<file path="src/rtl/fes_pkg.sv">
package fes_pkg;
   localparam int FN_W   = 3;
   localparam int FLAG_W = 3;
   localparam int NGR    = 4;
   localparam int GR_A   = 0;
   localparam int GR_B   = 1;
   localparam int GR_C   = 2;
   localparam int GR_D   = 3;
   localparam logic [3:0] ALU_PFX = 4'b1000;

   typedef enum logic [1:0] {
      ST_FETCH = 2'd0,
      ST_INCR  = 2'd1,
      ST_UPD   = 2'd2,
      ST_EXEC  = 2'd3
   } step_e;

   typedef struct packed {
      logic            addr_pc;
      logic            addr_inc;
      logic            data_mem;
      logic            data_alu;
      logic            ld_ir;
      logic            ld_inc;
      logic            ld_pc;
      logic [NGR-1:0]  ld_gr;
      logic            ld_flg;
      logic            mem_rd;
      logic            alu_en;
      logic [FN_W-1:0] fn;
   } ctl_t;
endpackage

</file>
<file path="src/rtl/fes_reg.sv">
module fes_reg #(
   parameter int W = 8
) (
   input  logic         clk,
   input  logic         rst,
   input  logic         ld,
   input  logic [W-1:0] d,
   output logic [W-1:0] q
);
   if (W < 1) begin : g_bad_w
      $error("fes_reg: W must be positive");
   end

   always_ff @(posedge clk) begin
      if (rst)     q <= '0;
      else if (ld) q <= d;
   end
endmodule

</file>
<file path="src/rtl/fes_inc.sv">
module fes_inc #(
   parameter int W      = 16,
   parameter bit RIPPLE = 1'b1
) (
   input  logic [W-1:0] a,
   output logic [W-1:0] y
);
   if (W < 2) begin : g_bad_w
      $error("fes_inc: W must be at least 2");
   end

   if (RIPPLE) begin : g_ripple
      logic [W-1:0] cy;
      assign cy[0] = 1'b1;
      for (genvar i = 0; i < W; i++) begin : g_bit
         assign y[i] = a[i] ^ cy[i];
         if (i < W - 1) begin : g_cy
            assign cy[i+1] = a[i] & cy[i];
         end
      end
   end else begin : g_adder
      assign y = a + {{(W-1){1'b0}}, 1'b1};
   end
endmodule

</file>
<file path="src/rtl/fes_ctrl.sv">
module fes_ctrl
   import fes_pkg::*;
#(
   parameter int DW = 8
) (
   input  logic          clk,
   input  logic          rst,
   input  logic [DW-1:0] ir,
   output step_e         st,
   output ctl_t          ctl
);
   if (DW != 8) begin : g_bad_dw
      $error("fes_ctrl: opcode decode assumes an 8-bit instruction");
   end

   logic is_alu;
   logic dest_d;
   assign is_alu = (ir[7:4] == ALU_PFX);
   assign dest_d = ir[3];

   always_ff @(posedge clk) begin
      if (rst) st <= ST_FETCH;
      else begin
         case (st)
            ST_FETCH: st <= ST_INCR;
            ST_INCR:  st <= ST_UPD;
            ST_UPD:   st <= ST_EXEC;
            default:  st <= ST_FETCH;
         endcase
      end
   end

   always_comb begin
      ctl = '0;
      case (st)
         ST_FETCH: begin
            ctl.addr_pc  = 1'b1;
            ctl.mem_rd   = 1'b1;
            ctl.data_mem = 1'b1;
            ctl.ld_ir    = 1'b1;
         end
         ST_INCR: begin
            ctl.addr_pc = 1'b1;
            ctl.ld_inc  = 1'b1;
         end
         ST_UPD: begin
            ctl.addr_inc = 1'b1;
            ctl.ld_pc    = 1'b1;
         end
         default: begin
            if (is_alu) begin
               ctl.alu_en   = 1'b1;
               ctl.data_alu = 1'b1;
               ctl.fn       = ir[2:0];
               ctl.ld_flg   = 1'b1;
               if (dest_d) ctl.ld_gr[GR_D] = 1'b1;
               else        ctl.ld_gr[GR_A] = 1'b1;
            end
         end
      endcase
   end

   p_step_order_r2: assert property (@(posedge clk) disable iff (rst)
      1'b1 |=> (st == step_e'($past(st) + 2'd1)));
   p_rd_fetch_only_r3: assert property (@(posedge clk) disable iff (rst)
      ctl.mem_rd |-> (st == ST_FETCH));
   p_alu_exec_only_r7: assert property (@(posedge clk) disable iff (rst)
      ctl.alu_en |-> (st == ST_EXEC));
endmodule

</file>
<file path="src/rtl/fes_datapath.sv">
module fes_datapath
   import fes_pkg::*;
#(
   parameter int AW         = 16,
   parameter int DW         = 8,
   parameter bit INC_RIPPLE = 1'b1
) (
   input  logic              clk,
   input  logic              rst,
   input  ctl_t              ctl,
   input  logic [DW-1:0]     mem_data,
   input  logic [DW-1:0]     alu_res,
   input  logic [FLAG_W-1:0] alu_flags,
   output logic [AW-1:0]     addr_bus,
   output logic [DW-1:0]     ir,
   output logic [DW-1:0]     gr [NGR],
   output logic [FLAG_W-1:0] flg
);
   if (AW < DW) begin : g_bad_aw
      $error("fes_datapath: address bus narrower than data bus");
   end

   logic [AW-1:0] pc, inc_q, inc_y;
   logic [DW-1:0] data_bus;

   assign addr_bus = ({AW{ctl.addr_pc}}  & pc)
                   | ({AW{ctl.addr_inc}} & inc_q);
   assign data_bus = ({DW{ctl.data_mem}} & mem_data)
                   | ({DW{ctl.data_alu}} & alu_res);

   fes_inc #(.W(AW), .RIPPLE(INC_RIPPLE)) u_inc (.a(addr_bus), .y(inc_y));

   fes_reg #(.W(AW)) u_pc  (.clk(clk), .rst(rst), .ld(ctl.ld_pc),  .d(addr_bus), .q(pc));
   fes_reg #(.W(AW)) u_hold(.clk(clk), .rst(rst), .ld(ctl.ld_inc), .d(inc_y),    .q(inc_q));
   fes_reg #(.W(DW)) u_ir  (.clk(clk), .rst(rst), .ld(ctl.ld_ir),  .d(data_bus), .q(ir));
   fes_reg #(.W(FLAG_W)) u_flg(.clk(clk), .rst(rst), .ld(ctl.ld_flg), .d(alu_flags), .q(flg));

   for (genvar g = 0; g < NGR; g++) begin : g_gr
      fes_reg #(.W(DW)) u_r (.clk(clk), .rst(rst), .ld(ctl.ld_gr[g]),
                             .d(data_bus), .q(gr[g]));
   end

   p_one_addr_drv_r7: assert property (@(posedge clk) disable iff (rst)
      $onehot0({ctl.addr_pc, ctl.addr_inc}));
   p_one_data_drv_r7: assert property (@(posedge clk) disable iff (rst)
      $onehot0({ctl.data_mem, ctl.data_alu}));
   p_pc_hold_r4: assert property (@(posedge clk) disable iff (rst)
      !ctl.ld_pc |=> $stable(pc));
   p_pc_step_r8: assert property (@(posedge clk) disable iff (rst)
      ctl.ld_inc |=> (inc_q == $past(pc) + {{(AW-1){1'b0}}, 1'b1}));
   p_dest_a_r5: assert property (@(posedge clk) disable iff (rst)
      ctl.ld_gr[GR_A] |=> (gr[GR_A] == $past(alu_res)));
   p_one_dest_r5: assert property (@(posedge clk) disable iff (rst)
      $onehot0(ctl.ld_gr));
endmodule

</file>
<file path="src/rtl/fetch_exec_seq.sv">
module fetch_exec_seq
   import fes_pkg::*;
#(
   parameter int ADDR_W     = 16,
   parameter int DATA_W     = 8,
   parameter bit INC_RIPPLE = 1'b1
) (
   input  logic              clk,
   input  logic              rst,
   output logic [ADDR_W-1:0] mem_addr,
   output logic              mem_rd,
   input  logic [DATA_W-1:0] mem_data,
   output logic              alu_en,
   output logic [FN_W-1:0]   alu_fn,
   output logic [DATA_W-1:0] alu_b,
   output logic [DATA_W-1:0] alu_c,
   input  logic [DATA_W-1:0] alu_res,
   input  logic [FLAG_W-1:0] alu_flags,
   output logic [DATA_W-1:0] reg_a,
   output logic [DATA_W-1:0] reg_d,
   output logic [FLAG_W-1:0] flags,
   output logic [1:0]        step
);
   step_e         st;
   ctl_t          ctl;
   logic [DATA_W-1:0] ir;
   logic [DATA_W-1:0] gr [NGR];

   fes_ctrl #(.DW(DATA_W)) u_ctrl (
      .clk(clk), .rst(rst), .ir(ir), .st(st), .ctl(ctl)
   );

   fes_datapath #(.AW(ADDR_W), .DW(DATA_W), .INC_RIPPLE(INC_RIPPLE)) u_dp (
      .clk(clk), .rst(rst), .ctl(ctl), .mem_data(mem_data),
      .alu_res(alu_res), .alu_flags(alu_flags), .addr_bus(mem_addr),
      .ir(ir), .gr(gr), .flg(flags)
   );

   assign mem_rd = ctl.mem_rd;
   assign alu_en = ctl.alu_en;
   assign alu_fn = ctl.fn;
   assign alu_b  = gr[GR_B];
   assign alu_c  = gr[GR_C];
   assign reg_a  = gr[GR_A];
   assign reg_d  = gr[GR_D];
   assign step   = st;

   p_addr_idle_r7: assert property (@(posedge clk) disable iff (rst)
      (step == 2'd3) |-> (mem_addr == '0));
   p_nop_keeps_r6: assert property (@(posedge clk) disable iff (rst)
      ((step == 2'd3) && !alu_en) |=> ($stable(reg_a) && $stable(reg_d) && $stable(flags)));
   p_fetch_next_r4: assert property (@(posedge clk) disable iff (rst)
      (step == 2'd1) |=> (mem_addr == $past(mem_addr) + {{(ADDR_W-1){1'b0}}, 1'b1}));
   p_bc_zero_r9: assert property (@(posedge clk) disable iff (rst)
      (alu_b == '0) && (alu_c == '0));
endmodule

</file>
<file path="config.mk">
export PLATFORM = sky130hd
export DESIGN_NAME = fetch_exec_seq
export DESIGN_NICKNAME = d
export VERILOG_FILES = /design/src/rtl/fes_pkg.sv /design/src/rtl/fes_reg.sv /design/src/rtl/fes_inc.sv /design/src/rtl/fes_ctrl.sv /design/src/rtl/fes_datapath.sv /design/src/rtl/fetch_exec_seq.sv
export SDC_FILE = /design/constraint.sdc
export NUM_CORES = 1
export LEC_CHECK = 0
export BUFFER_PORTS_ARGS = -buffer_cell sky130_fd_sc_hd__buf_2
export CORE_MARGIN = 3
export CORE_UTILIZATION = 55
export CTS_BUF_LIST = sky130_fd_sc_hd__clkbuf_16
export CTS_CLUSTER_SIZE = 28
export DETAILED_ROUTE_END_ITERATION = 10
export HOLD_SLACK_MARGIN = 0.03
export PLACE_DENSITY = 0.89
export SYNTH_ARGS = -nofsm -noshare
export SYNTH_HDL_FRONTEND = slang
export SYNTH_HIERARCHICAL = 1
export SYNTH_SLANG_ARGS = --single-unit
</file>
<file path="constraint.sdc">
create_clock -name clk -period 6.9 [get_ports clk]
set_input_delay 0.69 -clock clk [delete_from_list [all_inputs] [get_ports clk]]
set_output_delay 0.69 -clock clk [all_outputs]
set_load 0.01 [all_outputs]
</file>
Word level (Yosys, flattened, before mapping). Index checks and enable logic that the tools add are counted.

Flip-flop bits (word level): 61. Input bits: 21. Output and inout port bits: 58. Logic and storage cells: 64.

Equal/unequal tests: 3. Mux-type cells: 15. Bitwise operators: 36. Reduce and logical (&&, ||, !) cells: 3.

Operator list (count): $and A16 B16 Y16 (2); $and A8 B8 Y8 (2); $or A16 B16 Y16 (1); $xor A1 B1 Y1 (15); $and A1 B1 Y1 (14); $mux W1 (10); $mux W4 (2); $or A8 B8 Y8 (1); $pmux W2 S3 (1); $eq A4 B4 Y1 const B (1); $mux W2 (2); $reduce_or A3 Y1 (1); $eq A2 B1 Y1 const B (1); $eq A2 B2 Y1 const B (1); $logic_not A2 Y1 (1); $reduce_or A2 Y1 (1); $not A1 Y1 (1).

Logic depth before layout (Yosys ltp). Gate-level depths: netlist of run 1.

Depth in word-level cells: 20. Gate-level depth with buffers: 22. Mapped depth without buffers: 21.

Modules after synthesis. Netlist of run 1, hierarchy kept.

By module, submodules not included: fes_reg (u_dp.g_gr[0].u_r ...) (times used 5, cells each 26, area an instance 285.3 um^2, seq. area each 160.2 um^2); fes_reg (u_dp.u_hold ...) (times used 2, cells each 52, area an instance 580.6 um^2, seq. area each 320.3 um^2); fes_ctrl (times used 1, cells each 34, area an instance 281.5 um^2, seq. area each 40.0 um^2); fes_datapath (times used 1, cells each 30, area an instance 265.3 um^2, seq. area each 0.0 um^2); fes_inc (times used 1, cells each 16, area an instance 187.7 um^2, seq. area each 0.0 um^2); fes_reg (u_dp.u_flg) (times used 1, cells each 9, area an instance 101.3 um^2, seq. area each 60.1 um^2).

Least setup slack after synthesis of run 1. Ideal clock, no wire load.

Path type: register -> register. From: register u_ctrl.st[0]. To: register u_dp.u_hold.q[15]. Setup time: 0.122 ns. Arrival time: 4.204 ns. Required time: 6.778 ns. Path slack: 2.575 ns. Cell stages (with the launch flop): 23. Buffers on the path: 1. Clock period less this slack: 4.325 ns. Cell sequence: dfxtp_1 inv_1 ha_1 or2_2 buf_6 a22o_1 ha_1 ha_1 ha_1 ha_1 ha_1 ha_1 ha_1 ha_1 ha_1 ha_1 ha_1 ha_1 ha_1 ha_1 xor2_1 mux2i_1 nor2_1.

RTL lines: from (decl) (RTL line fes_ctrl.sv:9) `output step_e st,`; from (signal assigned) (RTL line fes_ctrl.sv:22) `if (rst) st <= ST_FETCH;`; from (signal assigned) (RTL line fes_ctrl.sv:25) `ST_FETCH: st <= ST_INCR;`; from (signal assigned) (RTL line fes_ctrl.sv:26) `ST_INCR: st <= ST_UPD;`; to (signal assigned) (RTL line fes_reg.sv:15) `if (rst) q <= '0;`; to (signal assigned) (RTL line fes_reg.sv:16) `else if (ld) q <= d;`; to (decl) (RTL line fes_reg.sv:8) `output logic [W-1:0] q`.

==> summary.txt, run 1 <==
largest net degree at the start of global routing: 78
synth top area cells: dfxtp_1 (45%), mux2i_1 (22%), nor2_1 (8.4%), ha_1 (6.6%), a22o_1 (6.1%)
cell area power density: 297.4 mW/mm^2
unrepaired setup endpoints after global routing: no
Final setup viols: 0
first-pass GRT wire length: 11.71 mm
die height: 84.90 um
post-synth cell types: 20
mapped cell area: 0.003423 mm^2
fin. max-slew vios: 0
Final ANT Viol Nets: 0
Slew HR: 26.96%
Sink Count: 77
final period utilization: 72.31%
Placer Congestion: 0.7447
post-synth top area share: 45.03%
initial antenna violation count: 0
DRT Wirelength: 7.054 mm
Final #Nets: 422
Setup Fix Bufs, Post-CTS: 0
Clock transition at path regs: 0.06 ns
CTS tree: done
vias in the first global route: 2403
Fmax: 200.4 MHz
IO Pins: 79
CTS max path bufs: 2
Worst Path Required: 7.09 ns
metal2 WL: 3.495 mm
WHS Path Cells: 2
Starting Density: 57.14%
register bit count reported by yosys: 77
Fin Setup TNS: 0 ns
tightest hold margin: 0.4862 ns
CP arrival: 5.18 ns
# hold bufs at CTS: 0
max-cap violations: 0
Clock power frac: 37.3%
final worst slack: 1.911 ns
share of layout cells above drive strength 1: 26.55%
HPWL after DPL: 4.826 mm
Core Footprint: 0.005991 mm^2
Sw Share: 30.37%
cells resized by post-CTS repair: 0
Tmin final: 4.989 ns
wire length per cell: 15.24 um
LEAKAGE: 1.860 nW
Die Wd: 84.90 um
crit end category: register
Via density: 5.263
port buffer count: 78
Post-route DRC: 0
CP Class: register to register
cts bufs inserted: 9
top routing layer used: met4
# diodes: 0
Place WS: 1.995 ns
met3 WL: 378 um
Fin. Hold Viols: 0
DR iter-0 viols: 129
sequential power share: 41.6%
total number of vias: 2437
Logic pwr share: 21.1%
Worst Hold Class: register to register
Root Driver: clkbuf_16
worst slew pin tran: 1.087 ns
r2r worst-path depth: 21
VDD IR-drop max: 0.1732 mV
Die Footprint: 0.007207 mm^2
internal power: 814.7 uW
row count: 28
P&R area growth vs syn: 14.91%
grt ovf: 0
maximum fanout along the worst path: 17
Yosys warnings: 6
library cell with the largest summed area after synthesis: dfxtp_1
Final Skew: 0.006871 ns
WL met1: 3.076 mm
Pre-antenna DRT Iters: 4
H-tree depth: 3
Total GRT Usage: 20.41%
Cells after Synth: 323
Pwr Total: 1.170 mW
register area share after synthesis: 45.03%
status: complete, no violations
Worst-Skew Late Latency: 0.33 ns
Syn Area/Cell: 10.60 um^2
startpoint class of the critical path: register
switching power: 355.3 uW
## power groups by stage
stage | Sequential [mW] | Combinational [mW] | Clock (mW)
floorplan | 0.501 | 0.235 | 0
global placement | 0.494 | 0.239 | 0
detailed placement | 0.497 | 0.247 | 0
CTS | 0.487 | 0.248 | 0.447
global route | 0.491 | 0.270 | 0.466
finish | 0.487 | 0.246 | 0.437
## synth_stat cells
| master | instances |
|---|---|
| or2_1 | 1 |
| nor2b_1 | 1 |
| conb_1 | 1 |
| buf_2 | 4 |
| buf_6 | 12 |
| or2_2 | 1 |
| buf_12 | 2 |
| nor4_2 | 1 |
| dfxtp_1 | 77 |
| inv_1 | 4 |
| a22o_1 | 24 |
| xor2_1 | 1 |
| ha_1 | 18 |
| buf_1 | 7 |
| nand2_1 | 4 |
| nor3_2 | 5 |
| buf_4 | 7 |
| nand2b_2 | 1 |
| nor2_1 | 77 |
| mux2i_1 | 75 |
## cell families after synthesis
| family | Yosys count | share of synthesized area, % |
|---|---|---|
| buf+inv | 36 | 8.443 |
| fa+ha+maj | 18 | 6.579 |
| simple gates | 91 | 11.51 |
| other cells | 1 | 0.1095 |
| flops | 77 | 45.03 |
| mux | 75 | 21.93 |
| xor+xnor | 1 | 0.2559 |
| compound gates | 24 | 6.140 |
## worst max-delay path, cell delays in order (launching register included)
cell and delay [ns]:
dfxtp_1 0.38, inv_1 0.08, ha_1 0.51, or2_2 0.59
a22o_1 0.31, ha_1 0.21, ha_1 0.18, ha_1 0.20
ha_1 0.19, ha_1 0.18, ha_1 0.20, ha_1 0.20
ha_1 0.18, ha_1 0.18, ha_1 0.18, ha_1 0.19
ha_1 0.18, ha_1 0.18, ha_1 0.19, xor2_1 0.16
mux2i_1 0.14, nor2_1 0.05
## final cells by class
cell class / instances / area (um^2)
multi-input combinational: 211 / 1597
timing repair buffer: 80 / 405.4
clock buffer: 9 / 225.2
clock inverter: 7 / 56.30
fill: 471 / 2057
tap: 75 / 93.84
inverter: 4 / 15.01
sequential: 77 / 1541
## flip-flops by register name (all words and copies together) (netlist names)
register and flops:
u_dp/g_gr.u_r/q 32, u_ctrl/st 2, u_dp/u_flg/q 3, u_dp/u_ir/q 8, u_dp/u_pc/q 16, u_dp/u_hold/q 16
## final timing paths
kind / from / end / slack, ns
min reg2reg: u_dp/g_gr[1].u_r/q[1]$_SDFFE_PP0P_ / u_dp/g_gr[1].u_r/q[1]$_SDFFE_PP0P_ / 0.49
min: u_dp/g_gr[1].u_r/q[1]$_SDFFE_PP0P_ / u_dp/g_gr[1].u_r/q[1]$_SDFFE_PP0P_ / 0.49
max reg2reg: u_ctrl/st[1]$_SDFF_PP0_ / u_dp/u_hold/q[15]$_SDFFE_PP0P_ / 1.91
max: u_ctrl/st[1]$_SDFF_PP0_ / u_dp/u_hold/q[15]$_SDFFE_PP0P_ / 1.91
## through the flow
| stage | instance area [um^2] | util (%) | cells |
|---|---|---|---|
| after floorplan | 3427 | - | 324 |
| after global placement | 3652 | 60.96 | 447 |
| after detailed placement | 3652 | 60.96 | 447 |
| after CTS | 3934 | 65.66 | 463 |
| after global routing | 3934 | 65.66 | 463 |
| final | 3934 | 65.66 | 463 |
## layer usage
metal | GRT usage, % | vias to the layer above
met5 | 0 | -
met4 | 9.353 | 0
met3 | 4.757 | 10
met2 | 33.31 | 62
met1 | 25.69 | 1150
li1 | - | 1215
## cell usage in the layout, fill, tap and decap left out, drive strengths merged
| master | n |
|---|---|
| nand2 | 4 |
| clkinvlp | 2 |
| nand2b | 1 |
| inv | 9 |
| ha | 18 |
| buf | 80 |
| nor3 | 5 |
| a22o | 24 |
| conb | 2 |
| nor4 | 1 |
| dfxtp | 77 |
| nor2 | 77 |
| nor2b | 1 |
| xor2 | 1 |
| or2 | 2 |
| mux2i | 75 |
| clkbuf | 9 |
Note: power is estimated with default switching activity, not from simulation.
==> run 2, diff against run 1 <==
- CORE_UTILIZATION: 55 -> 54
- PLACE_DENSITY: 0.89 -> 0.88
- clock period: 6.9 -> 4.9 ns (I/O delays scaled with it)
==> run 2 against run 1 <==
- hold slack lost 0.084 ns
- clock power grew 70%
- critical endpoint unchanged
- routed wire length shrank 3.1%
- critical path type unchanged
- final cell count grew 0.43%
==> summary.txt, run 2 (synthesized netlist as in run 1, its figures left out) <==
status: complete, no violations
wire length per cell: 14.69 um
Setup Fix Bufs, Post-CTS: 0
# hold bufs at CTS: 0
Logic pwr share: 19.8%
Final setup viols: 0
DR iter-0 viols: 97
switching power: 485.7 uW
final period utilization: 91.42%
Place WS: 0.4534 ns
R2R Path Start: u_ctrl/st[0]$_SDFF_PP0_
Via density: 5.308
P&R area growth vs syn: 17.07%
CP arrival: 4.67 ns
largest reg by FF count: u_dp/g_gr.u_r/q
Clock transition at path regs: 0.06 ns
CTS max path bufs: 2
fin. max-slew vios: 0
row count: 28
worst slew pin tran: 1.123 ns
Final #Nets: 424
Pre-antenna DRT Iters: 4
Largest regs: u_dp/g_gr.u_r/q: 32 flops, u_dp/u_hold/q: 16 flops, u_dp/u_pc/q: 16 flops
max-cap violations: 0
Die Wd: 85.62 um
Final ANT Viol Nets: 0
Worst Path Required: 5.09 ns
vias in the first global route: 2420
crit end category: register
LEAKAGE: 1.901 nW
Worst Hold Class: input pin to register
grt ovf: 0
commonest cells after routing, fill and taps aside: buf_2 (78), nor2_1 (77), dfxtp_1 (77)
H-tree depth: 3
r2r worst-path depth: 21
die height: 85.62 um
Slew HR: 24.51%
largest net degree at the start of global routing: 78
Root Driver: clkbuf_16
cells resized by post-CTS repair: 0
CP endpoint: u_dp/u_hold/q[15]$_SDFFE_PP0P_
Fmax: 223.2 MHz
unrepaired setup endpoints after global routing: no
Sw Share: 27.27%
max FFs per register: 32
total number of vias: 2468
# diodes: 0
DRT Wirelength: 6.833 mm
IO Pins: 79
commonest non-fill, non-tap cell in the layout: buf_2
r2r setup slk: 0.42 ns
Placer Congestion: 0.7453
cell area power density: 444.4 mW/mm^2
port buffer count: 78
Starting Density: 56.81%
startpoint class of the critical path: register
Total GRT Usage: 19.62%
CTS tree: done
sequential power share: 38.5%
Core Footprint: 0.006026 mm^2
Fin. Hold Viols: 0
Pwr Total: 1.781 mW
maximum fanout along the worst path: 16
Clock power frac: 41.7%
Post-route DRC: 0
initial antenna violation count: 0
Fin Setup TNS: 0 ns
internal power: 1.295 mW
CP Class: register to register
VDD IR-drop max: 0.3198 mV
CP Launch Point: u_ctrl/st[0]$_SDFF_PP0_
cts bufs inserted: 9
Final Skew: 0.004961 ns
Tmin final: 4.480 ns
R2R Path End: u_dp/u_hold/q[15]$_SDFFE_PP0P_
HPWL after DPL: 4.576 mm
Worst-Skew Late Latency: 0.33 ns
Die Footprint: 0.007331 mm^2
Sink Count: 77
first-pass GRT wire length: 11.48 mm
final worst slack: 0.4203 ns
share of layout cells above drive strength 1: 26.92%
run 2: per-stage QoR:
| step | hold slack [ns] | instance area [um^2] | utilization (%) | std cells |
|---|---|---|---|---|
| after floorplan | 0.4510 | 3427 | - | 324 |
| after global placement | 0.4632 | 3667 | 60.86 | 449 |
| after detailed placement | 0.4764 | 3667 | 60.86 | 449 |
| after CTS | 0.3954 | 4008 | 66.51 | 465 |
| after global routing | 0.4159 | 4008 | 66.51 | 465 |
| final | 0.4017 | 4008 | 66.51 | 465 |
run 2: area by class of cell:
cell class	instances	area [um^2]
clock inverter	7	115.1
inverter	4	15.01
fill	470	2018
clock buffer	9	225.2
tap	75	93.84
sequential	77	1541
multi-input combinational	211	1597
timing repair buffer	82	420.4
run 2: power by group through the flow:
stage          clock network, mW  logic, mW  registers, mW
2_1_floorplan                  0      0.331          0.705
3_3_place_gp                   0      0.345          0.697
3_5_place_dp                   0      0.353          0.700
4_1_cts                    0.756      0.356          0.687
5_1_grt                    0.784      0.381          0.691
6_report                   0.742      0.352          0.686
run 2: layer usage:
layer  vias to the layer above  track usage (%)  routed length [um]
met5                         -                0                   0
met4                         0            7.770                 120
met3                        11            6.052                 493
met2                        86            31.57                3186
met1                      1158            24.56                3032
li1                       1213                -                   -
run 2: how the worst min path moves through the flow:
stage	from	depth (start not counted)	slack, ns	end
final	alu_flags[2]	3	0.40	u_dp/u_flg/q[2]$_SDFFE_PP0P_
after global routing	alu_flags[1]	3	0.42	u_dp/u_flg/q[1]$_SDFFE_PP0P_
after CTS	alu_flags[0]	3	0.40	u_dp/u_flg/q[0]$_SDFFE_PP0P_
after detailed placement	u_dp/g_gr[0].u_r/q[1]$_SDFFE_PP0P_	2	0.48	u_dp/g_gr[0].u_r/q[1]$_SDFFE_PP0P_
after global placement	u_dp/u_ir/q[6]$_SDFFE_PP0P_	2	0.46	u_dp/u_ir/q[6]$_SDFFE_PP0P_
after floorplan	u_dp/u_ir/q[6]$_SDFFE_PP0P_	2	0.45	u_dp/u_ir/q[6]$_SDFFE_PP0P_
run 2: critical path, cell delays in order (launching register included):
cell and delay [ns]:
dfxtp_1 0.37, inv_1 0.08, ha_1 0.20, or2_2 0.43, a22o_1 0.31, ha_1 0.23, ha_1 0.19, ha_1 0.19
ha_1 0.19, ha_1 0.18, ha_1 0.18, ha_1 0.18, ha_1 0.18, ha_1 0.18, ha_1 0.19, ha_1 0.18
ha_1 0.18, ha_1 0.18, ha_1 0.19, xor2_1 0.16, mux2i_1 0.13, nor2_1 0.05
==> run 3, diff against run 2 <==
- clock period: 4.9 -> 4.76 ns (I/O delays scaled with it)
==> run 3 against run 2 <==
- clock-buffer cell count stayed put
- hold slack got worse by 0.010 ns
- clock power down 3.5%
- maximum frequency is 0.73% lower
- critical endpoint unchanged
==> summary.txt, run 3 (synthesized netlist as in run 1, its figures left out) <==
status: complete, no violations
max-cap violations: 0
Starting Density: 56.81%
P&R area growth vs syn: 16.37%
Final Skew: 0.006334 ns
IO Pins: 79
cell area power density: 449.0 mW/mm^2
Root Driver: clkbuf_16
commonest non-fill, non-tap cell in the layout: buf_2
DRT Wirelength: 7.149 mm
Clock transition at path regs: 0.06 ns
Fin Setup TNS: 0 ns
final period utilization: 94.80%
die height: 85.62 um
Die Footprint: 0.007331 mm^2
LEAKAGE: 1.883 nW
startpoint class of the critical path: register
placed insts: 449
grt ovf: 0
max FFs per register: 32
hold path start: alu_flags[0]
port buffer count: 78
Slew HR: 26.10%
fin. max-slew vios: 0
Setup Fix Bufs, Post-CTS: 0
Placer Congestion: 0.7472
Sink Count: 77
H-tree depth: 3
vias in the first global route: 2493
initial antenna violation count: 0
dpl cell area: 0.003667 mm^2
# diodes: 0
design area: 0.003984 mm^2
largest net degree at the start of global routing: 78
Logic pwr share: 20.4%
r2r setup slk: 0.25 ns
CP Class: register to register
maximum fanout along the worst path: 16
unrepaired setup endpoints after global routing: no
worst slew pin tran: 1.099 ns
crit end category: register
Largest regs: u_dp/g_gr.u_r/q: 32 flops, u_dp/u_hold/q: 16 flops, u_dp/u_pc/q: 16 flops
VDD IR-drop max: 0.2331 mV
sequential power share: 39.5%
Worst Hold Class: input pin to register
cells resized by post-CTS repair: 0
Sw Share: 28.48%
total number of vias: 2478
DR iter-0 viols: 72
Clock power frac: 40.0%
tightest hold margin: 0.3915 ns
share of layout cells above drive strength 1: 26.92%
Pwr Total: 1.789 mW
Core Footprint: 0.006026 mm^2
Post-route DRC: 0
largest reg by FF count: u_dp/g_gr.u_r/q
switching power: 509.5 uW
Via density: 5.329
CP arrival: 4.70 ns
wire length per cell: 15.37 um
Tmin final: 4.513 ns
HPWL after DPL: 4.807 mm
Worst-Skew Late Latency: 0.33 ns
R2R Path End: u_dp/u_hold/q[15]$_SDFFE_PP0P_
Final ANT Viol Nets: 0
# hold bufs at CTS: 0
row count: 28
Fmax: 221.6 MHz
CTS max path bufs: 2
WHS Path Cells: 3
cts bufs inserted: 9
r2r worst-path depth: 21
hold endpoint: u_dp/u_flg/q[0]$_SDFFE_PP0P_
first-pass GRT wire length: 11.91 mm
Final #Nets: 424
CTS tree: done
Final setup viols: 0
Fin. Hold Viols: 0
commonest cells after routing, fill and taps aside: buf_2 (78), nor2_1 (77), dfxtp_1 (77)
Worst Path Required: 4.95 ns
Pre-antenna DRT Iters: 4
internal power: 1.279 mW
R2R Path Start: u_ctrl/st[0]$_SDFF_PP0_
Total GRT Usage: 20.33%
Die Wd: 85.62 um
fin cells: 465
[run 3: per-stage QoR]
stage / util (%) / worst slack, ns
floorplan: - / 0.4346
global placement: 60.86 / 0.4448
detailed placement: 60.86 / 0.2709
CTS: 66.11 / 0.2384
global route: 66.11 / 0.006088
finish: 66.11 / 0.2474
[run 3: worst max path at each step]
stage / from / to / slack (ns) / depth (start not counted)
after floorplan: u_ctrl/st[0]$_SDFF_PP0_ / u_dp/u_hold/q[15]$_SDFFE_PP0P_ / 0.43 / 22
after global placement: u_ctrl/st[0]$_SDFF_PP0_ / u_dp/u_hold/q[15]$_SDFFE_PP0P_ / 0.44 / 21
after detailed placement: u_ctrl/st[0]$_SDFF_PP0_ / u_dp/u_hold/q[15]$_SDFFE_PP0P_ / 0.27 / 21
after CTS: u_ctrl/st[0]$_SDFF_PP0_ / u_dp/u_hold/q[15]$_SDFFE_PP0P_ / 0.24 / 21
after global routing: u_ctrl/st[1]$_SDFF_PP0_ / u_dp/u_hold/q[15]$_SDFFE_PP0P_ / 0.006 / 21
final: u_ctrl/st[0]$_SDFF_PP0_ / u_dp/u_hold/q[15]$_SDFFE_PP0P_ / 0.25 / 21
[run 3: layout make-up]
class / instances / area, um^2
repair buffers: 82 / 420.4
flip-flops and latches: 77 / 1541
clock buffers: 9 / 225.2
multi-input cells: 211 / 1597
clock inverters: 7 / 91.34
fillers: 512 / 2042
well taps: 75 / 93.84
inverters: 4 / 15.01
[run 3: power groups by stage]
stage | combinational [mW] | clock [mW] | sequential (mW)
after floorplan | 0.340 | 0 | 0.726
after global placement | 0.354 | 0 | 0.717
after detailed placement | 0.364 | 0 | 0.721
after CTS | 0.366 | 0.728 | 0.707
after global routing | 0.397 | 0.752 | 0.712
final | 0.366 | 0.716 | 0.707
[run 3: routing by layer]
| metal | GRT usage (%) | vias to the layer above | share of wire (%) |
|---|---|---|---|
| met5 | 0 | - | 0 |
| met4 | 8.058 | 0 | 1.3 |
| met3 | 5.476 | 11 | 6.0 |
| met2 | 33.05 | 73 | 49 |
| met1 | 25.64 | 1183 | 44 |
| li1 | - | 1211 | - |
[run 3: critical path, stage by stage, from the launching register on]
cell     delay [ns]
dfxtp_1        0.38
inv_1          0.08
ha_1           0.21
or2_2          0.43
a22o_1         0.31
ha_1           0.23
ha_1           0.19
ha_1           0.18
ha_1           0.18
ha_1           0.18
ha_1           0.18
ha_1           0.19
ha_1           0.18
ha_1           0.18
ha_1           0.18
ha_1           0.19
ha_1           0.18
ha_1           0.18
ha_1           0.19
xor2_1         0.16
mux2i_1        0.14
nor2_1         0.05
